===== src/rtl/i2c_chunk_pkg.sv =====
package i2c_chunk_pkg;

  typedef enum logic [2:0] {
    ERR_NONE  = 3'd0,
    ERR_ARG   = 3'd1,
    ERR_BUS   = 3'd2,
    ERR_SHORT = 3'd3,
    ERR_TMO   = 3'd4
  } seqErr_t;

  typedef enum logic [3:0] {
    S_IDLE, S_CHECK, S_PREP, S_LOAD, S_ISSUE, S_WAIT, S_UNLOAD, S_ABORT, S_FINISH
  } seqState_t;

  // strobes from control to datapath
  typedef struct packed {
    logic ldMsg;
    logic ldChunk;
    logic byteStep;
    logic tmrClr;
    logic tmrStep;
    logic runSet;
    logic runClr;
  } seqCtl_t;

endpackage


===== src/rtl/i2c_chunk_dp.sv =====
module i2c_chunk_dp
  import i2c_chunk_pkg::*;
#(
  parameter int LEN_W      = 8,
  parameter int TMO_CYCLES = 4096
) (
  input  logic             clk,
  input  logic             rstN,
  input  seqCtl_t          ctl,
  input  logic [LEN_W-1:0] reqLen,
  input  logic             reqRead,
  input  logic [9:0]       reqAddr,
  input  logic             reqTenBit,
  input  logic             reqCombined,
  input  logic [2:0]       engXferCount,
  output logic             msgRead,
  output logic             msgComb,
  output logic             argBad,
  output logic             runActive,
  output logic             chunkLast,
  output logic             byteLast,
  output logic             tmrExpired,
  output logic             countOk,
  output logic [1:0]       cmdCount,
  output logic [7:0]       addrLo,
  output logic [7:0]       addrHi,
  output logic             addrMode
);

  localparam int TMO_W = $clog2(TMO_CYCLES + 1);
  localparam logic [LEN_W-1:0] PIECE_MAX = LEN_W'(4);
  localparam logic [9:0] ADDR7_MAX = 10'h07F;
  localparam logic [TMO_W-1:0] TMO_LAST = TMO_W'(TMO_CYCLES - 1);

  logic [LEN_W-1:0] lenQ, remQ;
  logic [9:0]       addrQ, runAddrQ;
  logic             readQ, tenQ, combQ, runActQ, runTenQ, lastQ;
  logic [2:0]       cntQ, byteIdxQ;
  logic [TMO_W-1:0] tmrQ;
  logic [2:0]       pieceNow;

  assign pieceNow = (remQ > PIECE_MAX) ? 3'd4 : remQ[2:0];

  always_ff @(posedge clk) begin
    if (!rstN) begin
      lenQ     <= '0;
      remQ     <= '0;
      addrQ    <= '0;
      readQ    <= 1'b0;
      tenQ     <= 1'b0;
      combQ    <= 1'b0;
      cntQ     <= '0;
      lastQ    <= 1'b0;
      byteIdxQ <= '0;
    end else begin
      if (ctl.ldMsg) begin
        lenQ  <= reqLen;
        remQ  <= reqLen;
        addrQ <= reqAddr;
        readQ <= reqRead;
        tenQ  <= reqTenBit;
        combQ <= reqCombined;
      end
      if (ctl.ldChunk) begin
        cntQ     <= pieceNow;
        lastQ    <= (remQ <= PIECE_MAX);
        remQ     <= remQ - LEN_W'(pieceNow);
        byteIdxQ <= '0;
      end else if (ctl.byteStep) begin
        byteIdxQ <= byteIdxQ + 3'd1;
      end
    end
  end

  // combined-run memory
  always_ff @(posedge clk) begin
    if (!rstN) begin
      runActQ  <= 1'b0;
      runAddrQ <= '0;
      runTenQ  <= 1'b0;
    end else if (ctl.runSet) begin
      runActQ  <= 1'b1;
      runAddrQ <= addrQ;
      runTenQ  <= tenQ;
    end else if (ctl.runClr) begin
      runActQ  <= 1'b0;
    end
  end

  // per-piece completion timer
  always_ff @(posedge clk) begin
    if (!rstN)            tmrQ <= '0;
    else if (ctl.tmrClr)  tmrQ <= '0;
    else if (ctl.tmrStep) tmrQ <= tmrQ + TMO_W'(1);
  end

  assign msgRead    = readQ;
  assign msgComb    = combQ;
  assign runActive  = runActQ;
  assign chunkLast  = lastQ;
  assign byteLast   = (byteIdxQ == (cntQ - 3'd1));
  assign tmrExpired = (tmrQ == TMO_LAST);
  assign countOk    = (engXferCount == cntQ);
  assign cmdCount   = cntQ[1:0] - 2'd1;

  assign argBad = (lenQ == '0)
               || (!tenQ && (addrQ > ADDR7_MAX))
               || (runActQ && ((addrQ != runAddrQ) || (tenQ != runTenQ)));

  assign addrLo   = tenQ ? addrQ[7:0] : {addrQ[6:0], 1'b0};
  assign addrHi   = tenQ ? {5'b11110, addrQ[9:8], 1'b0} : 8'h00;
  assign addrMode = tenQ;

endmodule


===== src/rtl/i2c_chunk_ctl.sv =====
module i2c_chunk_ctl
  import i2c_chunk_pkg::*;
(
  input  logic       clk,
  input  logic       rstN,
  input  logic       start,
  input  logic       argBad,
  input  logic       runActive,
  input  logic       busFree,
  input  logic       msgRead,
  input  logic       msgComb,
  input  logic       chunkLast,
  input  logic       byteLast,
  input  logic       tmrExpired,
  input  logic       countOk,
  input  logic       engDone,
  output seqCtl_t    ctl,
  output logic       bufWrite,
  output logic       bufRead,
  output logic       cmdValid,
  output logic       flush,
  output logic       addrLoad,
  output logic       abort,
  output logic       done,
  output logic [2:0] errCode
);

  seqState_t stateQ, stateD;
  seqErr_t   errQ, errD;

  always_ff @(posedge clk) begin
    if (!rstN) begin
      stateQ <= S_IDLE;
      errQ   <= ERR_NONE;
    end else begin
      stateQ <= stateD;
      errQ   <= errD;
    end
  end

  always_comb begin
    stateD   = stateQ;
    errD     = errQ;
    ctl      = '0;
    bufWrite = 1'b0;
    bufRead  = 1'b0;
    cmdValid = 1'b0;
    flush    = 1'b0;
    addrLoad = 1'b0;
    abort    = 1'b0;
    done     = 1'b0;
    case (stateQ)
      S_IDLE: begin
        if (start) begin
          ctl.ldMsg = 1'b1;
          errD      = ERR_NONE;
          stateD    = S_CHECK;
        end
      end
      S_CHECK: begin
        if (argBad) begin
          errD   = ERR_ARG;
          stateD = S_FINISH;
        end else if (runActive) begin
          stateD = S_PREP;
        end else if (!busFree) begin
          errD   = ERR_BUS;
          stateD = S_FINISH;
        end else begin
          flush    = 1'b1;
          addrLoad = 1'b1;
          stateD   = S_PREP;
        end
      end
      S_PREP: begin
        ctl.ldChunk = 1'b1;
        stateD      = msgRead ? S_ISSUE : S_LOAD;
      end
      S_LOAD: begin
        bufWrite     = 1'b1;
        ctl.byteStep = 1'b1;
        if (byteLast) stateD = S_ISSUE;
      end
      S_ISSUE: begin
        cmdValid   = 1'b1;
        ctl.tmrClr = 1'b1;
        stateD     = S_WAIT;
      end
      S_WAIT: begin
        ctl.tmrStep = 1'b1;
        if (engDone) begin
          if (countOk) begin
            if (msgRead)        stateD = S_UNLOAD;
            else if (chunkLast) stateD = S_FINISH;
            else                stateD = S_PREP;
          end else begin
            errD   = ERR_SHORT;
            stateD = (!chunkLast || msgComb) ? S_ABORT : S_FINISH;
          end
        end else if (tmrExpired) begin
          errD   = ERR_TMO;
          stateD = S_ABORT;
        end
      end
      S_UNLOAD: begin
        bufRead      = 1'b1;
        ctl.byteStep = 1'b1;
        if (byteLast) stateD = chunkLast ? S_FINISH : S_PREP;
      end
      S_ABORT: begin
        abort  = 1'b1;
        stateD = S_FINISH;
      end
      S_FINISH: begin
        done = 1'b1;
        if (errQ == ERR_NONE && msgComb) ctl.runSet = 1'b1;
        else                             ctl.runClr = 1'b1;
        stateD = S_IDLE;
      end
      default: stateD = S_IDLE;
    endcase
  end

  assign errCode = errQ;

endmodule


===== src/rtl/i2c_chunk_sequencer.sv =====
module i2c_chunk_sequencer
  import i2c_chunk_pkg::*;
#(
  parameter int LEN_W      = 8,
  parameter int TMO_CYCLES = 4096
) (
  input  logic             clk,
  input  logic             rstN,
  input  logic             start,
  input  logic [LEN_W-1:0] reqLen,
  input  logic             reqRead,
  input  logic [9:0]       reqAddr,
  input  logic             reqTenBit,
  input  logic             reqCombined,
  input  logic [7:0]       txByte,
  output logic             txPop,
  output logic [7:0]       rxByte,
  output logic             rxPush,
  output logic             done,
  output logic [2:0]       errCode,
  output logic             engFlush,
  output logic             engAddrLoad,
  output logic [7:0]       engAddrLo,
  output logic [7:0]       engAddrHi,
  output logic             engAddrMode,
  output logic             engBufWrite,
  output logic [7:0]       engBufWData,
  output logic             engBufRead,
  input  logic [7:0]       engBufRData,
  output logic             engCmdValid,
  output logic [1:0]       engCmdCount,
  output logic             engCmdRead,
  output logic             engCmdChain,
  output logic             engCmdRepStart,
  input  logic             engDone,
  input  logic [2:0]       engXferCount,
  output logic             engAbort,
  input  logic             engBusFree
);

  seqCtl_t ctl;
  logic msgRead, msgComb, argBad, runActive, chunkLast, byteLast, tmrExpired, countOk;
  logic bufWrite, bufRead;

  i2c_chunk_dp #(.LEN_W(LEN_W), .TMO_CYCLES(TMO_CYCLES)) dp_i (
    .clk(clk), .rstN(rstN), .ctl(ctl),
    .reqLen(reqLen), .reqRead(reqRead), .reqAddr(reqAddr),
    .reqTenBit(reqTenBit), .reqCombined(reqCombined),
    .engXferCount(engXferCount),
    .msgRead(msgRead), .msgComb(msgComb), .argBad(argBad), .runActive(runActive),
    .chunkLast(chunkLast), .byteLast(byteLast), .tmrExpired(tmrExpired),
    .countOk(countOk), .cmdCount(engCmdCount),
    .addrLo(engAddrLo), .addrHi(engAddrHi), .addrMode(engAddrMode)
  );

  i2c_chunk_ctl ctl_i (
    .clk(clk), .rstN(rstN), .start(start),
    .argBad(argBad), .runActive(runActive), .busFree(engBusFree),
    .msgRead(msgRead), .msgComb(msgComb), .chunkLast(chunkLast),
    .byteLast(byteLast), .tmrExpired(tmrExpired), .countOk(countOk),
    .engDone(engDone), .ctl(ctl),
    .bufWrite(bufWrite), .bufRead(bufRead), .cmdValid(engCmdValid),
    .flush(engFlush), .addrLoad(engAddrLoad), .abort(engAbort),
    .done(done), .errCode(errCode)
  );

  assign engBufWrite    = bufWrite;
  assign txPop          = bufWrite;
  assign engBufWData    = txByte;
  assign engBufRead     = bufRead;
  assign rxPush         = bufRead;
  assign rxByte         = engBufRData;
  assign engCmdRead     = msgRead;
  assign engCmdChain    = !chunkLast;
  assign engCmdRepStart = chunkLast && msgComb;

endmodule


===== config.mk =====
export PLATFORM = sky130hd
export DESIGN_NAME = i2c_chunk_sequencer
export DESIGN_NICKNAME = d
export VERILOG_FILES = /design/src/rtl/i2c_chunk_pkg.sv /design/src/rtl/i2c_chunk_dp.sv /design/src/rtl/i2c_chunk_ctl.sv /design/src/rtl/i2c_chunk_sequencer.sv
export SDC_FILE = /design/constraint.sdc
export NUM_CORES = 1
export LEC_CHECK = 0
export BUFFER_PORTS_ARGS = -buffer_cell sky130_fd_sc_hd__clkbuf_2
export CORE_UTILIZATION = 57
export DETAILED_ROUTE_END_ITERATION = 6
export PLACE_DENSITY = 0.86
export SYNTH_ARGS = -nofsm -noshare
export SYNTH_HDL_FRONTEND = slang
export SYNTH_SLANG_ARGS = --single-unit

===== constraint.sdc =====
create_clock -name clk -period 5.8 [get_ports clk]
set_clock_uncertainty 0.05 [all_clocks]
set_input_delay 0 -clock clk [delete_from_list [all_inputs] [get_ports clk]]
set_output_delay 0 -clock clk [all_outputs]
set_load 0.01 [all_outputs]

---- Word-level counts from Yosys, hierarchy flattened ----
Index checks and enable logic that the tools add are counted.
word-level totals
  flip-flop bits (word level) ............. 68
  bits in latches ......................... 0
  RAM bits ................................ 0
  bits in read-only memories .............. 0
  bits of input ports ..................... 45
  output and inout port bits .............. 50
  logic and storage cells ................. 111
  memories kept ........................... 0
operators by class
  $add $sub $neg .......................... 5
  multiply operators ...................... 0
  divide/modulo/power cells ............... 0
  order comparisons ....................... 3
  equal/unequal tests ..................... 20
  shift operators ......................... 0
  mux-type cells .......................... 46
  bitwise gates (word level) .............. 1
  reductions and logical operators ........ 21
operator list
  kind                     count
  $mux W4                  12
  $mux W8                  4
  $pmux W4 S8              1
  $mux W3                  9
  $mux W1                  18
  $eq A4 B3 Y1 const B     4
  $add A13 B1 Y13 const B  1
  $eq A13 B12 Y1 const B   1
  $gt A10 B7 Y1 const B    1
  $ne A10 B10 Y1           1
  $ne A3 B3 Y1 const B     3
  $pmux W3 S3              1
  $eq A4 B2 Y1 const B     2
  $gt A8 B3 Y1 const B     1
  $le A8 B3 Y1 const B     1
  $logic_not A8 Y1         1
  $sub A8 B3 Y8            1
  $eq A3 B3 Y1             2
  $ne A2 B2 Y1 const B     3
  $reduce_and A6 Y1        1
  $reduce_or A2 Y1         3
  $eq A4 B1 Y1 const B     1
  $eq A4 B4 Y1 const B     1
  $logic_and A1 B1 Y1      4
  14 further kinds         19

---- Longest topological paths before layout ----
Gate-level depths: netlist (run 1).
  depth in word-level cells ............... 6
  gate-level depth with buffers ........... 11
  gate-level depth less buffers ........... 11

---- Hierarchy ----
A second synthesis (run 1) with hierarchy kept.
unflattened totals
  cell total of the unflattened synthesis .. 439
  area total of the unflattened synthesis .. 3,846.2 sq um
by module, submodules not included
  module               times used  cells an instance  area an instance (sq um)  seq. area each (sq um)
  i2c_chunk_dp         1           318                2,961.6                   1,221.2
  i2c_chunk_ctl        1           101                739.5                     140.1
  i2c_chunk_sequencer  1           20                 145.1                     0.0

---- Worst setup path after synthesis (run 1) ----
No wires, ideal clock.
  path type ............................... register to register
  start ................................... reg dp_i.remQ[5]
  end ..................................... reg dp_i.remQ[6]
  setup time .............................. 74 ps
  arrival time ............................ 2,049 ps
  data required time ...................... 5,676 ps
  setup slack ............................. 3,626 ps
  stages on the path, launching flop included .. 12
  buffers on the path ..................... 0
  clock period less this slack ............ 2,174 ps
  cells stage by stage .................... dfxtp_1 nor3_1 nor3b_1 inv_1 o21ai_0 ha_1 nor2_1 nor2b_1 a21oi_1 a21oi_1 o21ai_0 a31oi_1
between the ends
  word-level cells in the longest chain between the ends .. 4
RTL lines
  what                      RTL line            RTL
  start: declaration        i2c_chunk_dp.sv:35  logic [LEN_W-1:0] lenQ, remQ;
  start signal: assignment  i2c_chunk_dp.sv:58  remQ <= reqLen;
  start signal: assignment  i2c_chunk_dp.sv:67  remQ <= remQ - LEN_W'(pieceNow);
  $gt A8 B3 Y1              i2c_chunk_dp.sv:42  assign pieceNow = (remQ > PIECE_MAX) ? 3'd4 : remQ[2:0];
  $mux W3                   i2c_chunk_dp.sv:42
  $sub A8 B3 Y8 *           i2c_chunk_dp.sv:67
  $mux W8 *                 i2c_chunk_dp.sv:64  if (ctl.ldChunk) begin
Mark *: on every way between the ends. The rest lies on a longest branch, timed or not.
A chain may end at the register's enable or synchronous reset.

---- Worst setup path after layout (run 1) ----
Ends and elaborated chain as after synthesis.

==> results of run 1 <==
-- flip-flops by register name, summed over array words and instances, names as in the netlist --
signal,flops
dp_i.tmrQ,13
dp_i.addrQ,10
dp_i.runAddrQ,10
dp_i.lenQ,8
dp_i.remQ,8
ctl_i.stateQ,4
ctl_i.errCode,3
dp_i.byteIdxQ,3
dp_i.cntQ,3
dp_i.addrMode,1
dp_i.chunkLast,1
dp_i.msgComb,1
dp_i.msgRead,1
dp_i.runActive,1
dp_i.runTenQ,1
-- logic make-up (layout without fill, tap and decap cells) --
| logic type | Yosys count | count (layout) | synth area share, % |
|---|---|---|---|
| xor gates and xnor gates | 32 | 32 | 7.97 |
| other | 2 | 3 | 0.214 |
| adders and majority gates | 4 | 4 | 1.42 |
| AOI/OAI and AO/OA | 75 | 75 | 12.9 |
| muxes | 22 | 22 | 6.51 |
| buffers and inverters | 55 | 126 | 8.69 |
| and+or+nand+nor | 172 | 172 | 23.5 |
| DFF | 68 | 68 | 38.7 |
-- where the power goes --
| group | leakage, nW | switching, mW | internal [mW] |
|---|---|---|---|
| clock | 0.102 | 0.180 | 0.242 |
| combinational | 1.24 | 0.164 | 0.122 |
| sequential | 0.553 | 0.0509 | 0.504 |
| total | 1.89 | 0.394 | 0.867 |
-- worst max-delay path, cell delays in order, from the launching register on --
cell and delay [ns]:
dfxtp_1 0.32, nor3_1 0.41, nor3b_1 0.55, inv_1 0.16
o21ai_0 0.20, ha_1 0.19, nor2_1 0.06, nor2b_1 0.12
a21oi_1 0.10, a21oi_1 0.19, o21ai_0 0.09, a31oi_1 0.17
-- cell type report --
type	instances	area (um2)
clock buffers	10	128
clock inverters	6	88.8
fillers	461	1660
inverters	9	33.8
multi-input cells	308	1850
flip-flops and latches	68	1360
well taps	75	93.8
repair buffers	101	706
-- final timing paths --
path | startpoint | cells after the start | slack (ns) | to
min | engBusFree | 3 | 0.04 | ctl_i.errCode[0]
max | dp_i.remQ[5] | 11 | 3.10 | dp_i.remQ[6]
min reg2reg | dp_i.lenQ[2] | 2 | 0.41 | dp_i.lenQ[2]
max reg2reg | dp_i.remQ[5] | 11 | 3.10 | dp_i.remQ[6]
-- repair_timing --
| item | CTS | global route |
|---|---|---|
| endpoints found under the hold margin | 48 | 0 |
| endpoints found under the setup margin | 0 | 0 |
| hold buffers | 39 | 0 |
-- metal layers --
layer,part of all wire [%],vias up,GRT usage [%]
met4,1.5,0,8.21
met5,0,-,0
met2,50,130,47.2
met3,6.5,13,8.41
met1,42,1483,31.3
li1,-,1578,-
-- cells in the final DEF (no fill, tap or decap), drive strengths merged, types with 4 or more instances in the layout --
cell type    Yosys  layout
dfxtp           68      68
and3             5       5
o21ai           11      11
inv              9       9
xnor2            8       8
or4              4       4
dlygate4sd3      0      39
a311oi           4       4
and2             5       5
ha               4       4
nand2b           7       7
xor2            24      24
nand3           11      11
nor3             8       8
a31oi            6       6
mux2i           15      15
nand4            7       7
nor2            45      45
mux2             7       7
a21oi           39      39
clkbuf          16      70
nand2           64      64
-- through the flow --
stage,hold slack [ns],worst slack (ns)
2_1_floorplan,0.0418,3.63
3_3_place_gp,-0.0499,3.44
3_5_place_dp,-0.0499,3.27
4_1_cts,0.0265,3.25
5_1_grt,0.0502,2.75
6_report,0.0407,3.10
==> summary.txt, run 1 <==
# setup viols final - 0
Worst-Margin Slew - 0.922 ns
Design area - 4260 um2
Core area - 5920 um2
DRC - 0
Detail Placement HPWL - 5.35 mm
Placed Instances - 522
Unique masters post-synth - 53
Final Power - 1.26 mW
Final slew viol count - 0
Pwr Density - 296 nW/um2
Seq cells post-synth - 68
Clock latency on the worst-skew pair - 0.34 ns
Area after DPL - 3660 um2
Synth Flop Type - dfxtp_1
CTS tree - built
Max-Cap Viols - 0
Fin Setup TNS - 0 ns
GP Congestion - 0.887
Crit-path max FO - 5
Kind of end point of the critical path - flop
Post-Syn Area - 3510 um2
FMAX - 0.370 GHz
Die Y - 80.5 um
Post-route minimum period - 2.70 ns
Via Count - 3204
Antenna Cells - 0
Drt initial violations - 172
Async set-reset flop share out of synthesis - 0%
Final Cycle Share - 46.6%
Clock buffer depth - 2
Vias in the first global route - 3010
CP arrival - 2.92 ns
Clk sink count - 68
Dominant cell type by area after synthesis - dfxtp_1
DRT Wirelength - 8.18 mm
Total congestion overflow - 0
Clock Tree Root - clkbuf_8
Layout Utilization - 72.0%
Largest net degree at the start of global routing - 32
EDFF count, synth - 0
H-tree depth - 3
Syn avg cell area - 8.17 um2
GR Util All Layers - 27.0%
Synth top area share - 38.7%
Area growth syn-to-layout - 21.3%
Initial antenna violation count - 0
Worst VDD drop - 0.254 mV
Most common cell in the netlist - dfxtp_1
Post-DRT Antenna Nets - 0
Chip width - 80.5 um
Crit Path Category - flop to flop
Worst Hold Class - primary input to flop
Postcts setup bufs - 0
Post-synth top cells - dfxtp_1 (68), nand2_1 (64), nor2_1 (44)
DR vias/cell - 5.55
Final Non-Filler Cells - 577
Static Leak - 1.89 nW
Port-buffer cells - 60
First-pass GRT wire length - 13.6 mm
Worst path required time - 6.01 ns
Area of the die - 6480 um2
Top cells by area, synth - dfxtp_1 (39%), nand2_1 (6.8%), xor2_1 (6.0%)
Nets - 546
RSZ-0062 raised after global routing - no
Startpoint types - flop
CTS clock-pin slew for the worst setup and hold paths - 0.07 ns
I/O pins - 95
Post-synthesis sequential area ratio - 38.7%
Fin. Hold Viols - 0
Row cnt - 28
Status - finished clean
Total CTS buffers - 9
Initial DRT Pass Iterations - 4
Mapped Cells - 430
# resized after CTS - 0
DR WL/cell - 14.2 um
Starting density of the core - 59.4%
Share of post-route cells with drive strength above 1 - 18.3%
Syn. warnings - 0
Slew headroom - 38.4%
Power figures use the tool's default switching activity.
==> inputs of run 2 (changes only) <==
CORE_UTILIZATION = 53   (was 57)
PLACE_DENSITY = 0.8   (was 0.86)
clock period = 2.7 ns   (was 5.8 ns; I/O delays follow)
==> run 2 against run 1 <==
Worst setup slack worse by 2.7 ns; hold slack worse by 0.0059 ns; design area up 0.97%; clock power up 120%; total power up 120%; first-iteration DRC count up 8.1%; sequential power up 110%; non-clock buffer count up 6; clock-buffer cell count down 1; critical path depth unchanged; cell count up 1.2%; global-route usage down 2.5 points; critical path type unchanged; critical endpoint unchanged; highest routed layer unchanged.
==> summary.txt, run 2 (synthesized netlist as in run 1, its figures left out) <==
# setup viols final - 0 (unchanged)
CTS clock-pin slew for the worst setup and hold paths - 0.08 ns (was 0.07 ns)
Static Leak - 1.92 nW (was 1.89 nW)
Fin. Hold Viols - 0 (unchanged)
Pwr Density - 635 nW/um2 (was 296 nW/um2)
Fin Setup TNS - 0 ns (unchanged)
Layout Utilization - 67.4% (was 72.0%)
Clock buffer depth - 2 (unchanged)
GRT met3 Usage - 7.46% (was 8.41%)
GRT met1 Usage - 27.3% (was 31.3%)
Share of post-route cells with drive strength above 1 - 19.5% (was 18.3%)
H-tree depth - 3 (unchanged)
Drt initial violations - 186 (was 172)
Via Count - 3181 (was 3204)
Vias in the first global route - 3101 (was 3010)
CTS tree - built (unchanged)
Area of the die - 6960 um2 (was 6480 um2)
Busiest grt layer - met2 (unchanged)
GP Congestion - 0.945 (was 0.887)
Biggest regs - dp_i.tmrQ x13, dp_i.addrQ x10, dp_i.runAddrQ x10 (unchanged)
Clock latency on the worst-skew pair - 0.34 ns (about the same)
Grt met2 use - 43.4% (was 47.2%)
Initial antenna violation count - 0 (unchanged)
DRC - 0 (unchanged)
Post-DRT Antenna Nets - 0 (unchanged)
Most frequent cells in the layout - dfxtp_1 (68), nand2_1 (64), clkbuf_2 (60) (unchanged)
Crit Path Category - flop to flop (unchanged)
Chip width - 83.4 um (was 80.5 um)
Max-Cap Viols - 0 (unchanged)
Worst Hold Class - primary input to flop (unchanged)
Post-route minimum period - 2.32 ns (was 2.70 ns)
Clk sink count - 68 (unchanged)
FMAX - 0.430 GHz (was 0.370 GHz)
Port-buffer cells - 60 (unchanged)
Starting density of the core - 55.0% (was 59.4%)
Antenna Cells - 0 (unchanged)
First-pass GRT wire length - 13.7 mm (was 13.6 mm)
DRT Wirelength - 8.24 mm (was 8.18 mm)
Die Y - 83.4 um (was 80.5 um)
Largest net degree at the start of global routing - 28 (was 32)
Row cnt - 29 (was 28)
DR vias/cell - 5.45 (was 5.55)
Crit-path max FO - 5 (unchanged)
Nets - 552 (was 546)
Slew headroom - 58.0% (was 38.4%)
Most common cell after layout, fill and taps aside - dfxtp_1 (unchanged)
Total congestion overflow - 0 (unchanged)
Postcts setup bufs - 0 (unchanged)
DR WL/cell - 14.1 um (was 14.2 um)
Startpoint types - flop (unchanged)
Worst-Margin Slew - 0.629 ns (was 0.922 ns)
Kind of end point of the critical path - flop (unchanged)
Detail Placement HPWL - 5.46 mm (was 5.35 mm)
Final Cycle Share - 86.0% (was 46.6%)
Core area - 6390 um2 (was 5920 um2)
Total CTS buffers - 9 (unchanged)
Worst VDD drop - 0.514 mV (was 0.254 mV)
Area growth syn-to-layout - 22.5% (was 21.3%)
CP arrival - 2.54 ns (was 2.92 ns)
Status - finished clean (unchanged)
Reg with most FFs - dp_i.tmrQ (unchanged)
Clock Tree Root - clkbuf_8 (unchanged)
Final slew viol count - 0 (unchanged)
Max FFs per register - 13 (unchanged)
RSZ-0062 raised after global routing - no (unchanged)
GR Util All Layers - 24.5% (was 27.0%)
Initial DRT Pass Iterations - 4 (unchanged)
Worst path required time - 2.92 ns (was 6.01 ns)
I/O pins - 95 (unchanged)
run 2: cell type report:
| type | count | area [um2] |
|---|---|---|
| Sequential cell | 68 | 1360 |
| Clock inverter | 6 | 88.8 |
| Multi-Input combinational cell | 308 | 1850 |
| Timing Repair Buffer | 107 | 748 |
| Clock buffer | 9 | 124 |
| Inverter | 9 | 33.8 |
| Tap cell | 77 | 96.3 |
| Fill cell | 506 | 2080 |
run 2: power by group:
part / total (mW) / internal (mW) / leakage [nW] / switching, mW
Combinational: 0.641 / 0.282 / 1.27 / 0.359
Sequential: 1.18 / 1.08 / 0.553 / 0.101
Clock: 0.911 / 0.516 / 0.102 / 0.395
run 2: worst max-delay path, stage by stage, from the launching register on:
cell,delay [ns]
dfxtp_1,0.32
nor3_1,0.39
nor3b_1,0.32
inv_1,0.08
o21ai_0,0.20
ha_1,0.21
nor2_1,0.06
nor2b_1,0.12
a21oi_1,0.10
a21oi_1,0.16
o21ai_0,0.09
a31oi_1,0.16
run 2: routing by layer:
layer | part of all wire [%] | vias to the layer above
met1 | 42 | 1479
li1 | - | 1593
met2 | 50 | 95
met5 | 0 | -
met4 | 2.4 | 0
met3 | 5.1 | 14
run 2: final timing paths:
kind	depth (start not counted)	start	end	slack, ns
min	3	engBusFree	ctl_i.errCode[0]	0.03
max reg2reg	11	dp_i.remQ[5]	dp_i.remQ[6]	0.38
min reg2reg	2	dp_i.lenQ[6]	dp_i.lenQ[6]	0.40
max	11	dp_i.remQ[5]	dp_i.remQ[6]	0.38
run 2: timing repair:
action,4_1_cts,5_1_grt
endpoints found under the hold margin,46,0
gates resized for setup,0,0
hold buffers,38,0
run 2: stage by stage:
| stage | worst slack, ns | instances | power [mW] | hold slack (ns) | instance area (um2) |
|---|---|---|---|---|---|
| 2_1_floorplan | 0.526 | 431 | 1.63 | 0.0418 | 3520 |
| 3_3_place_gp | 0.440 | 531 | 1.76 | -0.0499 | 3710 |
| 3_5_place_dp | 0.421 | 531 | 1.78 | -0.0499 | 3710 |
| 4_1_cts | 0.383 | 584 | 2.74 | 0.00374 | 4300 |
| 5_1_grt | 0.0753 | 584 | 2.88 | 0.00418 | 4300 |
| 6_report | 0.377 | 584 | 2.73 | 0.0348 | 4300 |
==> inputs of run 3 (changes only) <==
CELL_PAD_IN_SITES_DETAIL_PLACEMENT = 1   (was unset)
CELL_PAD_IN_SITES_GLOBAL_PLACEMENT = 2   (was unset)
CORE_UTILIZATION = 30   (was 53)
PLACE_DENSITY = unset   (was 0.8)
PLACE_DENSITY_LB_ADDON = 0.1   (was unset)
==> run 3 against run 2 <==
First-iteration DRC count decreased by 45%; routed wire length increased by 19%; sequential share of layout area decreased by 1.2 points; sequential cell count unchanged; clock-buffer cell count increased by 4; critical path depth increased by 1; total power increased by 7.5%; die area increased by 75%; maximum frequency increased by 5.4%; global-route usage decreased by 7.4 points.
==> summary.txt, run 3 (synthesized netlist as in run 1, its figures left out) <==
Status - finished clean (unchanged)
DR vias/cell - 4.87 (was 5.45)
Chip width - 110 um (was 83.4 um)
Drt initial violations - 102 (was 186)
Final Non-Filler Cells - 654 (was 584)
Total CTS buffers - 9 (unchanged)
Fin Setup TNS - 0 ns (unchanged)
Placed Instances - 601 (was 531)
I/O pins - 95 (unchanged)
Detail Placement HPWL - 6.95 mm (was 5.46 mm)
Final Cycle Share - 81.6% (was 86.0%)
Postcts setup bufs - 0 (unchanged)
First-pass GRT wire length - 15.6 mm (was 13.7 mm)
Vias in the first global route - 3107 (was 3101)
Reg with most FFs - dp_i.tmrQ (unchanged)
Worst Hold Class - primary input to flop (unchanged)
Switching Share - 30.6% (was 31.3%)
GP Congestion - 0.754 (was 0.945)
Worst VDD drop - 0.288 mV (was 0.514 mV)
Flop pwr share - 40.6% (was 43.2%)
CP arrival - 2.41 ns (was 2.54 ns)
Most common cell after layout, fill and taps aside - dfxtp_1 (unchanged)
RSZ-0062 raised after global routing - no (unchanged)
Fin. Hold Viols - 0 (unchanged)
DRC - 0 (unchanged)
Post-route minimum period - 2.20 ns (was 2.32 ns)
CTS tree - built (unchanged)
Antenna Cells - 0 (unchanged)
Worst path required time - 2.91 ns (was 2.92 ns)
Clock latency on the worst-skew pair - 0.33 ns (was 0.34 ns)
Area after DPL - 3820 um2 (was 3710 um2)
Total congestion overflow - 0 (unchanged)
Final Power - 2.94 mW (was 2.73 mW)
# setup viols final - 0 (unchanged)
Starting density of the core - 30.8% (was 55.0%)
Core area - 11400 um2 (was 6390 um2)
Area of the die - 12200 um2 (was 6960 um2)
Area growth syn-to-layout - 27.3% (was 22.5%)
Biggest regs - dp_i.tmrQ x13, dp_i.addrQ x10, dp_i.runAddrQ x10 (unchanged)
Initial antenna violation count - 0 (unchanged)
Crit-path max FO - 5 (unchanged)
Clock Tree Root - clkbuf_16 (was clkbuf_8)
FMAX - 0.454 GHz (was 0.430 GHz)
Internal power - 2.04 mW (was 1.88 mW)
Initial DRT Pass Iterations - 4 (unchanged)
DRT Wirelength - 9.77 mm (was 8.24 mm)
Clk pwr share - 37.0% (was 33.3%)
H-tree depth - 3 (unchanged)
Port-buffer cells - 60 (unchanged)
Max FFs per register - 13 (unchanged)
Post-DRT Antenna Nets - 0 (unchanged)
GR Util All Layers - 17.1% (was 24.5%)
Die Y - 110 um (was 83.4 um)
Most frequent cells in the layout - dfxtp_1 (68), nand2_1 (64), clkbuf_2 (60) (unchanged)
Design area - 4470 um2 (was 4300 um2)
Kind of end point of the critical path - flop (unchanged)
Static Leak - 1.98 nW (was 1.92 nW)
Row cnt - 39 (was 29)
Crit Path Category - flop to flop (unchanged)
Clk sink count - 68 (unchanged)
R2R setup slack - 0.50 ns (was 0.38 ns)
Share of post-route cells with drive strength above 1 - 19.8% (was 19.5%)
Clock buffer depth - 2 (unchanged)
CTS clock-pin slew for the worst setup and hold paths - 0.05 ns (was 0.08 ns)
Max-Cap Viols - 0 (unchanged)
DR WL/cell - 14.9 um (was 14.1 um)
Slew headroom - 61.3% (was 58.0%)
Psw - 0.900 mW (was 0.855 mW)
Via Count - 3187 (was 3181)
Pwr Density - 657 nW/um2 (was 635 nW/um2)
Startpoint types - flop (unchanged)
Final slew viol count - 0 (unchanged)
Worst-Margin Slew - 0.578 ns (was 0.629 ns)
Largest net degree at the start of global routing - 25 (was 28)
Nets - 556 (was 552)
Logic gate share of total power - 22.4% (was 23.4%)
==> run 3: power groups by stage <==
| stage | Sequential [mW] | Clock, mW | Combinational [mW] |
|---|---|---|---|
| after floorplan | 1.17 | 0 | 0.463 |
| after global placement | 1.21 | 0 | 0.614 |
| after detailed placement | 1.22 | 0 | 0.618 |
| after CTS | 1.19 | 1.12 | 0.672 |
| after global routing | 1.21 | 1.17 | 0.745 |
| final | 1.19 | 1.09 | 0.660 |
==> run 3: area by class of cell <==
class                   instances  area [um2]
repair buffers                111         778
clock inverters                 2        10.0
fillers                      1389        6940
flip-flops and latches         68        1360
clock buffers                  13         260
inverters                       9        33.8
well taps                     143         179
multi-input cells             308        1850
==> run 3: final timing paths <==
kind,start,end,cells after the start
worst min register to register,dp_i.lenQ[6],dp_i.lenQ[6],2
worst max-delay path,dp_i.remQ[5],dp_i.remQ[6],12
worst max register to register,dp_i.remQ[5],dp_i.remQ[6],12
worst min-delay path,rstN,ctl_i.errCode[2],3
==> run 3: metrics by stage <==
| stage | setup slack, ns | utilization, % | hold slack, ns |
|---|---|---|---|
| floorplan | 0.526 | - | 0.0418 |
| global placement | 0.621 | 33.5 | -0.0499 |
| detailed placement | 0.502 | 33.5 | -0.0499 |
| CTS | 0.476 | 39.2 | 0.0345 |
| global route | 0.216 | 39.2 | 0.0468 |
| finish | 0.496 | 39.2 | 0.0319 |
==> run 3: worst max-delay path: stages, from the launching register on <==
cell and delay [ns]:
dfxtp_1 0.31, nor3_1 0.18, buf_4 0.15, nor3b_1 0.25
inv_1 0.10, o21ai_0 0.19, ha_1 0.20, nor2_1 0.06
nor2b_1 0.12, a21oi_1 0.10, a21oi_1 0.17, o21ai_0 0.09
a31oi_1 0.16
==> run 3: layer usage <==
| layer | wire length [um] | vias to the layer above | global-route usage, % |
|---|---|---|---|
| li1 | - | 1598 | - |
| met1 | 4730 | 1506 | 21.8 |
| met2 | 4560 | 68 | 28.1 |
| met3 | 305 | 15 | 3.35 |
| met4 | 169 | 0 | 7.05 |
| met5 | 0 | - | 0 |
==> run 3: timing repair <==
| action | in CTS | in global routing |
|---|---|---|
| endpoints found under the setup margin | 0 | 0 |
| endpoints found under the hold margin | 46 | 0 |
| hold buffers | 38 | 0 |
| resized for setup | 0 | 0 |
